`src/rtl/nfe_pkg.sv`:
```
package nfe_pkg;
  typedef enum logic {DIR_FETCH = 1'b0, DIR_POST = 1'b1} xfer_dir_e;
  localparam int STAT_LVL_W = 7;
  localparam int STAT_REM_W = 14;
  localparam int HOST_RD_BYTES = 4;
  localparam int HOST_WR_BYTES = 2;
endpackage

```
`src/rtl/nfe_byte_fifo.sv`:
```
// Byte FIFO: up to IN_MAX bytes enter and up to OUT_MAX bytes leave per cycle.
// DEPTH must be a power of two so that the pointers wrap naturally.
module nfe_byte_fifo #(
  parameter int DEPTH = 64,
  parameter int IN_MAX = 2,
  parameter int OUT_MAX = 4,
  localparam int AW = $clog2(DEPTH),
  localparam int CW = $clog2(DEPTH + 1),
  localparam int INW = $clog2(IN_MAX + 1),
  localparam int OUTW = $clog2(OUT_MAX + 1)
) (
  input  logic                   clk,
  input  logic                   rst_n,
  input  logic                   clear,
  input  logic [INW-1:0]         in_n,
  input  logic [8*IN_MAX-1:0]    in_data,
  input  logic [OUTW-1:0]        out_n,
  output logic [8*OUT_MAX-1:0]   head,
  output logic [CW-1:0]          level
);
  logic [AW-1:0] wp_q, wp_d, rp_q, rp_d;
  logic [CW-1:0] lvl_q, lvl_d;
  logic [7:0]    mem_q [DEPTH];

  always_comb begin
    if (clear) begin
      wp_d  = '0;
      rp_d  = '0;
      lvl_d = '0;
    end else begin
      wp_d  = wp_q + AW'(in_n);
      rp_d  = rp_q + AW'(out_n);
      lvl_d = lvl_q + CW'(in_n) - CW'(out_n);
    end
  end

  always_ff @(posedge clk or negedge rst_n) begin
    if (!rst_n) begin
      wp_q  <= '0;
      rp_q  <= '0;
      lvl_q <= '0;
    end else begin
      wp_q  <= wp_d;
      rp_q  <= rp_d;
      lvl_q <= lvl_d;
    end
  end

  always_ff @(posedge clk) begin
    if (!clear) begin
      for (int i = 0; i < IN_MAX; i++) begin
        if (i < int'(in_n)) mem_q[wp_q + AW'(i)] <= in_data[8*i +: 8];
      end
    end
  end

  for (genvar g = 0; g < OUT_MAX; g++) begin : g_head
    assign head[8*g +: 8] = mem_q[rp_q + AW'(g)];
  end

  assign level = lvl_q;
endmodule

```
`src/rtl/nfe_ctrl.sv`:
```
// Transfer control: start/refuse/abort, remaining countdown, NAND handshake.
module nfe_ctrl
  import nfe_pkg::*;
#(
  parameter int DEPTH = 64,
  parameter int CNT_W = 14,
  parameter int FRAME = 64,
  localparam int CW = $clog2(DEPTH + 1)
) (
  input  logic             clk,
  input  logic             rst_n,
  input  logic             start,
  input  logic             dir,
  input  logic             dma_en,
  input  logic [CNT_W-1:0] count,
  input  logic             abort,
  input  logic [CW-1:0]    level,
  input  logic             nd_ready,
  output logic             busy,
  output logic [CNT_W-1:0] rem,
  output xfer_dir_e        dir_q,
  output logic             refused,
  output logic             fifo_clear,
  output logic             nd_valid,
  output logic             xfer,
  output logic             want_dma
);
  logic             busy_d, dma_q, dma_d, ref_d, start_ok;
  logic [CNT_W-1:0] rem_d;
  xfer_dir_e        dir_d;

  assign start_ok   = start && !busy && !abort;
  assign fifo_clear = abort || start_ok;
  assign nd_valid   = busy && ((dir_q == DIR_FETCH) ? (level < CW'(DEPTH)) : (level != '0));
  assign xfer       = nd_valid && nd_ready;
  assign want_dma   = dma_q && ((dir_q == DIR_FETCH) ? (level == CW'(DEPTH))
                                : (busy && level == '0 && rem >= CNT_W'(FRAME)));

  always_comb begin
    busy_d = busy;
    rem_d  = rem;
    dir_d  = dir_q;
    dma_d  = dma_q;
    ref_d  = start && busy && !abort;
    if (abort) begin
      busy_d = 1'b0;
      rem_d  = '0;
      dma_d  = 1'b0;
    end else if (start_ok) begin
      rem_d  = count;
      busy_d = (count != '0);
      dir_d  = xfer_dir_e'(dir);
      dma_d  = dma_en;
    end else if (xfer) begin
      rem_d  = rem - CNT_W'(1);
      busy_d = (rem != CNT_W'(1));
    end
  end

  always_ff @(posedge clk or negedge rst_n) begin
    if (!rst_n) begin
      busy    <= 1'b0;
      rem     <= '0;
      dir_q   <= DIR_FETCH;
      dma_q   <= 1'b0;
      refused <= 1'b0;
    end else begin
      busy    <= busy_d;
      rem     <= rem_d;
      dir_q   <= dir_d;
      dma_q   <= dma_d;
      refused <= ref_d;
    end
  end
endmodule

```
`src/rtl/nfe_dma_pacer.sv`:
```
// Raises a request when wanted and drops it once FRAME host bytes have moved.
module nfe_dma_pacer #(
  parameter int FRAME = 64,
  parameter int MOVE_W = 3,
  localparam int FCW = $clog2(FRAME) + 2
) (
  input  logic              clk,
  input  logic              rst_n,
  input  logic              clear,
  input  logic              want,
  input  logic [MOVE_W-1:0] moved,
  output logic              req
);
  logic           req_d;
  logic [FCW-1:0] cnt_q, cnt_d, sum;

  assign sum = cnt_q + FCW'(moved);

  always_comb begin
    req_d = req;
    cnt_d = cnt_q;
    if (clear) begin
      req_d = 1'b0;
      cnt_d = '0;
    end else if (req) begin
      if (sum >= FCW'(FRAME)) begin
        req_d = 1'b0;
        cnt_d = '0;
      end else begin
        cnt_d = sum;
      end
    end else if (want) begin
      req_d = 1'b1;
    end
  end

  always_ff @(posedge clk or negedge rst_n) begin
    if (!rst_n) begin
      req   <= 1'b0;
      cnt_q <= '0;
    end else begin
      req   <= req_d;
      cnt_q <= cnt_d;
    end
  end
endmodule

```
`src/rtl/nand_stream_engine.sv`:
```
// Top: NAND streaming FIFO engine. DEPTH must be a power of two, at most 64 by the 7-bit status field.
module nand_stream_engine
  import nfe_pkg::*;
#(
  parameter int DEPTH = 64,
  parameter int CNT_W = 14,
  parameter int FRAME = 64
) (
  input  logic             clk,
  input  logic             rst_n,
  input  logic             eng_start,
  input  logic             eng_dir,
  input  logic             eng_dma_en,
  input  logic [CNT_W-1:0] eng_count,
  input  logic             eng_abort,
  output logic             eng_busy,
  output logic             eng_refused,
  output logic [31:0]      status_word,
  input  logic             hrd_pop,
  output logic [31:0]      hrd_data,
  input  logic             hwr_push,
  input  logic [15:0]      hwr_data,
  output logic             nd_valid,
  input  logic             nd_ready,
  input  logic [7:0]       nd_rdata,
  output logic [7:0]       nd_wdata,
  output logic             dma_req
);
  localparam int CW   = $clog2(DEPTH + 1);
  localparam int INW  = $clog2(HOST_WR_BYTES + 1);
  localparam int OUTW = $clog2(HOST_RD_BYTES + 1);
  localparam int MW   = 3;

  logic [CW-1:0]    level, free_b, lvl_field;
  logic [CNT_W-1:0] rem;
  logic [CNT_W:0]   pend;
  xfer_dir_e        dir_q;
  logic             fetch_mode, fifo_clear, xfer, want_dma, pop_ok, push_ok;
  logic [INW-1:0]   in_n;
  logic [OUTW-1:0]  out_n;
  logic [15:0]      in_data;
  logic [31:0]      head;
  logic [MW-1:0]    moved;

  nfe_ctrl #(.DEPTH(DEPTH), .CNT_W(CNT_W), .FRAME(FRAME)) u_ctrl (
    .clk(clk), .rst_n(rst_n), .start(eng_start), .dir(eng_dir), .dma_en(eng_dma_en),
    .count(eng_count), .abort(eng_abort), .level(level), .nd_ready(nd_ready),
    .busy(eng_busy), .rem(rem), .dir_q(dir_q), .refused(eng_refused),
    .fifo_clear(fifo_clear), .nd_valid(nd_valid), .xfer(xfer), .want_dma(want_dma));

  assign fetch_mode = (dir_q == DIR_FETCH);
  assign free_b     = CW'(DEPTH) - level;
  assign pend       = {1'b0, rem} - (CNT_W+1)'(level);
  assign pop_ok     = hrd_pop && fetch_mode && (level >= CW'(HOST_RD_BYTES));
  assign push_ok    = hwr_push && !fetch_mode && eng_busy &&
                      (free_b >= CW'(HOST_WR_BYTES)) && (pend >= (CNT_W+1)'(HOST_WR_BYTES));

  always_comb begin
    if (fetch_mode) begin
      in_n    = xfer ? INW'(1) : '0;
      in_data = {8'h00, nd_rdata};
      out_n   = pop_ok ? OUTW'(HOST_RD_BYTES) : '0;
    end else begin
      in_n    = push_ok ? INW'(HOST_WR_BYTES) : '0;
      in_data = hwr_data;
      out_n   = xfer ? OUTW'(1) : '0;
    end
    if (pop_ok)       moved = MW'(HOST_RD_BYTES);
    else if (push_ok) moved = MW'(HOST_WR_BYTES);
    else              moved = '0;
  end

  nfe_byte_fifo #(.DEPTH(DEPTH), .IN_MAX(HOST_WR_BYTES), .OUT_MAX(HOST_RD_BYTES)) u_fifo (
    .clk(clk), .rst_n(rst_n), .clear(fifo_clear), .in_n(in_n), .in_data(in_data),
    .out_n(out_n), .head(head), .level(level));

  nfe_dma_pacer #(.FRAME(FRAME), .MOVE_W(MW)) u_pacer (
    .clk(clk), .rst_n(rst_n), .clear(fifo_clear), .want(want_dma), .moved(moved), .req(dma_req));

  assign lvl_field   = fetch_mode ? level : free_b;
  assign hrd_data    = head;
  assign nd_wdata    = head[7:0];
  assign status_word = {1'b0, STAT_LVL_W'(lvl_field), 10'b0, STAT_REM_W'(rem)};
endmodule

```
`config.mk`:
```
export PLATFORM = sky130hd
export DESIGN_NAME = nand_stream_engine
export DESIGN_NICKNAME = d
export VERILOG_FILES = /design/src/rtl/nfe_pkg.sv /design/src/rtl/nfe_byte_fifo.sv /design/src/rtl/nfe_ctrl.sv /design/src/rtl/nfe_dma_pacer.sv /design/src/rtl/nand_stream_engine.sv
export SDC_FILE = /design/constraint.sdc
export NUM_CORES = 2
export LEC_CHECK = 0
export ABC_CLOCK_PERIOD_IN_PS = 7790
export CAP_MARGIN = 20
export CORE_MARGIN = 5
export CORE_UTILIZATION = 50
export DETAILED_ROUTE_END_ITERATION = 6
export GPL_ROUTABILITY_DRIVEN = 0
export HOLD_SLACK_MARGIN = 0.06
export MAX_ROUTING_LAYER = met4
export PLACE_DENSITY_LB_ADDON = 0.08
export SYNTH_ARGS = -nofsm -noshare
export SYNTH_HDL_FRONTEND = slang
export SYNTH_SLANG_ARGS = --single-unit
```
`constraint.sdc`:
```
create_clock -name clk -period 7.79 [get_ports clk]
set_input_delay 2.337 -clock clk [delete_from_list [all_inputs] [get_ports clk]]
set_output_delay 2.337 -clock clk [all_outputs]
set_load 0.02 [all_outputs]
```
Word level (Yosys, flattened, before mapping)
Memory sizes are Yosys's and may differ from the RTL's.
Index checks and enable logic that the tools add are counted.
- input port bits: 47
- output and inout bits: 76
- memories kept: 1
- RAM bits: 512
- logic and storage cells: 96
- flip-flop bits (word level): 46
- memories (name ; words ; width ; rd ports ; clocked after memory_dff ; wr ports ; line ; RTL):
    u_fifo.mem_q ; 64 ; 8 ; 4 ; 0 ; 2 ; nfe_byte_fifo.sv:23 ; logic [7:0] mem_q [DEPTH];
- reduce and logical (&&, ||, !) cells: 25
- equality and inequality tests: 2
- multiplexer cells: 36
- $lt $le $gt $ge: 8
- bitwise gates (word level): 2
- add/subtract/negate cells: 12
- operators by type and width (cell ; count):
    $mux 14 ; 3
    $mux 8 ; 3
    $mux 1 ; 19
    $mux 16 ; 1
    $ge 15x2->1 const B ; 1
    $logic_and 1x1->1 ; 15
    $sub 14x7->15 ; 1
    $ge 14x7->1 const B ; 1
    $mux 7 ; 2
    $ne 14x1->1 const B ; 1
    $reduce_bool 14->1 ; 1
    $sub 14x1->14 const B ; 1
    $add 6x1->6 const B ; 2
    $add 6x2->6 const B ; 2
    $mux 6 ; 2
    $mux 3 ; 3
    $add 8x3->8 ; 1
    $ge 8x7->1 const B ; 1
    $add 7x2->7 ; 1
    $eq 7x7->1 const B ; 1
    $ge 7x2->1 const B ; 1
    $ge 7x3->1 const B ; 1
    $logic_not 7->1 ; 1
    $lt 7x7->1 const B ; 1
    13 further kinds ; 19

Logic depth before layout (Yosys ltp)
- word-level depth: 11
- mapped depth: 20

Cells and area by module
A second synthesis with hierarchy kept.
- cell total of the unflattened synthesis: 3086
- area, all modules: 43950.9 sq um
- modules (own cells, without submodules) (module ; area each (sq um) ; cells an instance ; seq. area each (sq um) ; instances):
    nfe_byte_fifo ; 41060.6 ; 2744 ; 15850.2 ; 1
    nfe_ctrl ; 1216.2 ; 134 ; 450.4 ; 1
    nand_stream_engine ; 1037.2 ; 144 ; 0.0 ; 1
    nfe_dma_pacer ; 636.9 ; 64 ; 225.2 ; 1

Worst setup path before layout
OpenSTA, ideal clock, no wires.
- kind: reg2out
- from: reg u_fifo.rp_q[0]
- to: out hrd_data[24]
- arrival time: 4.590 ns
- slack: 0.863 ns
- cell stages (with the launch flop): 14
- cell sequence: dfrtp_1 clkbuf_1 clkbuf_1 buf_2 buf_1 inv_1 ha_1 clkbuf_1 clkbuf_1 clkbuf_1 clkbuf_1 mux4_2 mux4_2 mux4_2
- word-level cells in the longest chain between the ends: 2
- RTL lines (element ; line ; RTL):
    start: declaration ; nfe_byte_fifo.sv:21 ; logic [AW-1:0] wp_q, wp_d, rp_q, rp_d;
    start signal: assignment ; nfe_byte_fifo.sv:44 ; rp_q <= rp_d;
    $add 6x2->6 ; nfe_byte_fifo.sv:58 ; assign head[8*g +: 8] = mem_q[rp_q + AW'(g)];
    $mem_v2 64x8 ; n/a ;
    end: declaration ; nand_stream_engine.sv:20 ; output logic [31:0] hrd_data,
No other way between the ends.

Worst setup path after layout
- from: reg u_fifo.rp_q[2]
- to: out nd_wdata[1]
- word-level cells in the longest chain between the ends: 1
- RTL lines (element ; line ; RTL):
    $mem_v2 64x8 ; n/a ;
    end: declaration ; nand_stream_engine.sv:26 ; output logic [7:0] nd_wdata,
No other way between the ends.

==> results.md <==
- Worst-Skew Late Latency: 0.64 ns
- Hold Crit Class: flop to flop
- Final hold violations: 0
- Core area: 83,700 um^2
- Reg2reg setup slack: 2.11 ns
- Dpl ws: 1.26 ns
- Site row count: 106
- I/O Pins: 123
- Setup WS post-layout: 0.539 ns
- Vias: 32,200
- Startpoint types: flop
- Synth top area share: 36.5%
- DRT Wirelength: 169,000 um
- Cell variety after synth: 77
- Cell taking the most area after synthesis: edfxtp_1
- Final period util: 93.1%
- Post-Syn Area per Cell: 14.8 um^2
- Vias in the first global route: 30,800
- PwrDens: 191 nW/um^2
- Layout Skew: 0.0249 ns
- Drt drc: 0
- Nets: 2,916
- Worst setup EP type: primary output
- Port buffer count: 111
- # clock sinks: 557
- Antenna violations before repair: 0
- Post-CTS setup buffers: 0
- Drt via density: 8.01
- Final Setup Violations: 0
- Number of CTS-inserted buffers: 70
- Total global routing overflow: 0
- Gate Count Post-Synth: 2,857
- Setup_tns: 0 ns
- CTS tree: done
- Layout cells sized above 1: 34.5%
- Area growth syn-to-layout: 12.2%
- Critical path peak fanout: 26
- Slew HR: 17.5%
- Lkg Pwr: 14.6 nW
- CP Data Arrival Time: 4.91 ns
- CTS H-tree depth: 3
- WL/cell: 42.0 um
- Hold_buf cts: 0
- Post-synthesis async set-or-reset flop share: 8.08%
- WHS: 0.524 ns
- DRT iter0 DRCs: 5,397
- CTS clock-pin slew for the worst setup and hold paths: 0.06 ns
- # Max-Cap Violations: 0
- Die Y: 300 um
- Status: finished, final reports clean
- Post-synth EDFFs: 512
- Slew Limit Fails: 0
- Synth Register Bits: 557
- Clk buf depth: 3
- Worst-Margin Slew: 1.23 ns
- Detail Placement HPWL: 114,000 um
- Final ANT Viol Nets: 0
- Initial DRT Pass Iterations: 6
- Starting Density: 50.4%
- Synth Flop Type: edfxtp_1
- Largest cells by area after synthesis: edfxtp_1 36%, mux4_2 35%, mux2i_1 8.5%
- Crit path time final: 7.25 ns
- Die area: 90,200 um^2
- Req. time, crit path: 5.45 ns
- RSZ-0062 raised after global routing: false
- Largest net degree at the start of global routing: 165
- First-pass GRT wire length: 236,000 um
- Maximum vdd drop: 0.163 mV
- Yosys warns: 0
- Clock tree root buffer cell: clkbuf_16
- Crit Path Category: flop to primary output
- Total GRT Usage: 38.0%
- Seq/Total Area, Yosys: 39.1%
- Mapped Area: 42,200 um^2
- Die extent in x: 300 um
- Fmax: 138 MHz
- Resize count post-CTS: 0
layout by cell type (no fill, tap or decap), types with 15 or more instances in the layout:
cell,netlist,final
dfrtp_1,45,40
a21oi_1,29,29
clkinv_1,1,15
nand2_1,121,120
xnor2_1,27,22
nor2_1,95,94
o22ai_1,208,207
nand3_1,37,37
and3_1,27,27
mux4_2,648,648
clkbuf_16,0,72
mux2i_1,356,348
ha_1,38,36
inv_1,28,28
nor3_1,20,19
clkdlybuf4s50_1,0,110
and2_1,24,24
edfxtp_1,512,512
nor2b_1,15,15
o21ai_0,30,27
buf_4,25,119
power by group:
group / switching [mW] / internal, mW / total (mW)
registers: 0.0701 / 3.36 / 3.43
clock network: 1.42 / 1.98 / 3.40
logic: 1.28 / 0.901 / 2.19
total: 2.77 / 6.24 / 9.02
flip-flops by register name, indices dropped and copies added (netlist names):
| name | flops |
|---|---|
| u_ctrl.dir_q | 1 |
| u_fifo.rp_q | 6 |
| u_ctrl.refused | 1 |
| u_pacer.req | 1 |
| u_ctrl.rem | 14 |
| u_ctrl.dma_q | 1 |
| u_pacer.cnt_q | 7 |
| u_fifo.level | 7 |
| u_fifo.wp_q | 6 |
| u_ctrl.busy | 1 |
| u_fifo.mem_q | 512 |
final cells by class:
| cell class | instances | area (um^2) |
|---|---|---|
| Sequential cell | 557 | 16500 |
| Multi-Input combinational cell | 1912 | 24500 |
| Fill cell | 6686 | 36400 |
| Tap cell | 1134 | 1420 |
| Clock inverter | 47 | 492 |
| Antenna cell | 2 | 5.00 |
| Timing Repair Buffer | 256 | 2410 |
| Clock buffer | 81 | 1850 |
| Inverter | 30 | 115 |
layer usage:
| layer | vias up | track usage (%) | routed length, um |
|---|---|---|---|
| li1 | 12000 | - | - |
| met1 | 16500 | 47.7 | 57000 |
| met2 | 3027 | 53.4 | 73000 |
| met3 | 619 | 14.4 | 26200 |
| met4 | 0 | 21.1 | 12500 |
| met5 | - | - | 0 |
path summary, 6_finish.rpt:
path / start / cells past startpoint / to
max: u_fifo.rp_q[2] / 10 / nd_wdata[1]
max reg2reg: u_ctrl.rem[0] / 11 / u_fifo.mem_q[55][3]
min reg2reg: u_pacer.cnt_q[1] / 2 / u_pacer.cnt_q[1]
max in group asynchronous: rst_n / 2 / u_fifo.rp_q[1]
min in group asynchronous: rst_n / 2 / u_pacer.cnt_q[5]
min: u_pacer.cnt_q[1] / 2 / u_pacer.cnt_q[1]
cell usage after synthesis (20+ instances only):
cell / count
a21oi_1: 29
and2_1: 24
and3_1: 27
buf_1: 74
buf_2: 22
buf_4: 25
buf_6: 26
clkbuf_1: 221
dfrtp_1: 45
edfxtp_1: 512
ha_1: 38
inv_1: 28
mux2i_1: 356
mux4_2: 648
nand2_1: 121
nand3_1: 37
nor2_1: 95
nor3_1: 20
o21ai_0: 30
o21bai_1: 20
o22ai_1: 208
xnor2_1: 27
per-stage QoR:
step	total power, mW	cells	cell area (um^2)	utilization, %
finish	9.02	4019	47300	56.5
global route	9.26	4017	47300	56.5
CTS	8.98	4011	47200	56.4
detailed placement	5.63	3883	44900	53.6
global placement	5.59	3873	44800	53.5
floorplan	4.88	2867	42200	-
worst max-delay path, cell delays in order, from the launching register on:
cell and delay [ns]:
dfrtp_4 0.64, buf_4 0.55, buf_4 0.67, mux2i_1 0.16, nor2_1 0.11, nor2_1 0.04, o21ai_1 0.15, buf_4 0.18
o22ai_1 0.08, a21oi_1 0.84, clkdlybuf4s50_1 0.78
logic make-up (layout without fill, tap and decap cells):
group	count (synthesis)	count (layout)	share of synthesized area [%]
and+or+nand+nor	416	416	4.91
other	1	13	0.00889
DFF	557	557	39.1
buffers and inverters	398	414	4.30
adders and majority gates	42	42	1.32
xor gates and xnor gates	44	44	0.914
muxes	1004	1004	43.1
AOI/OAI and AO/OA	395	395	6.35
Note: power is estimated with default switching activity, not from simulation.
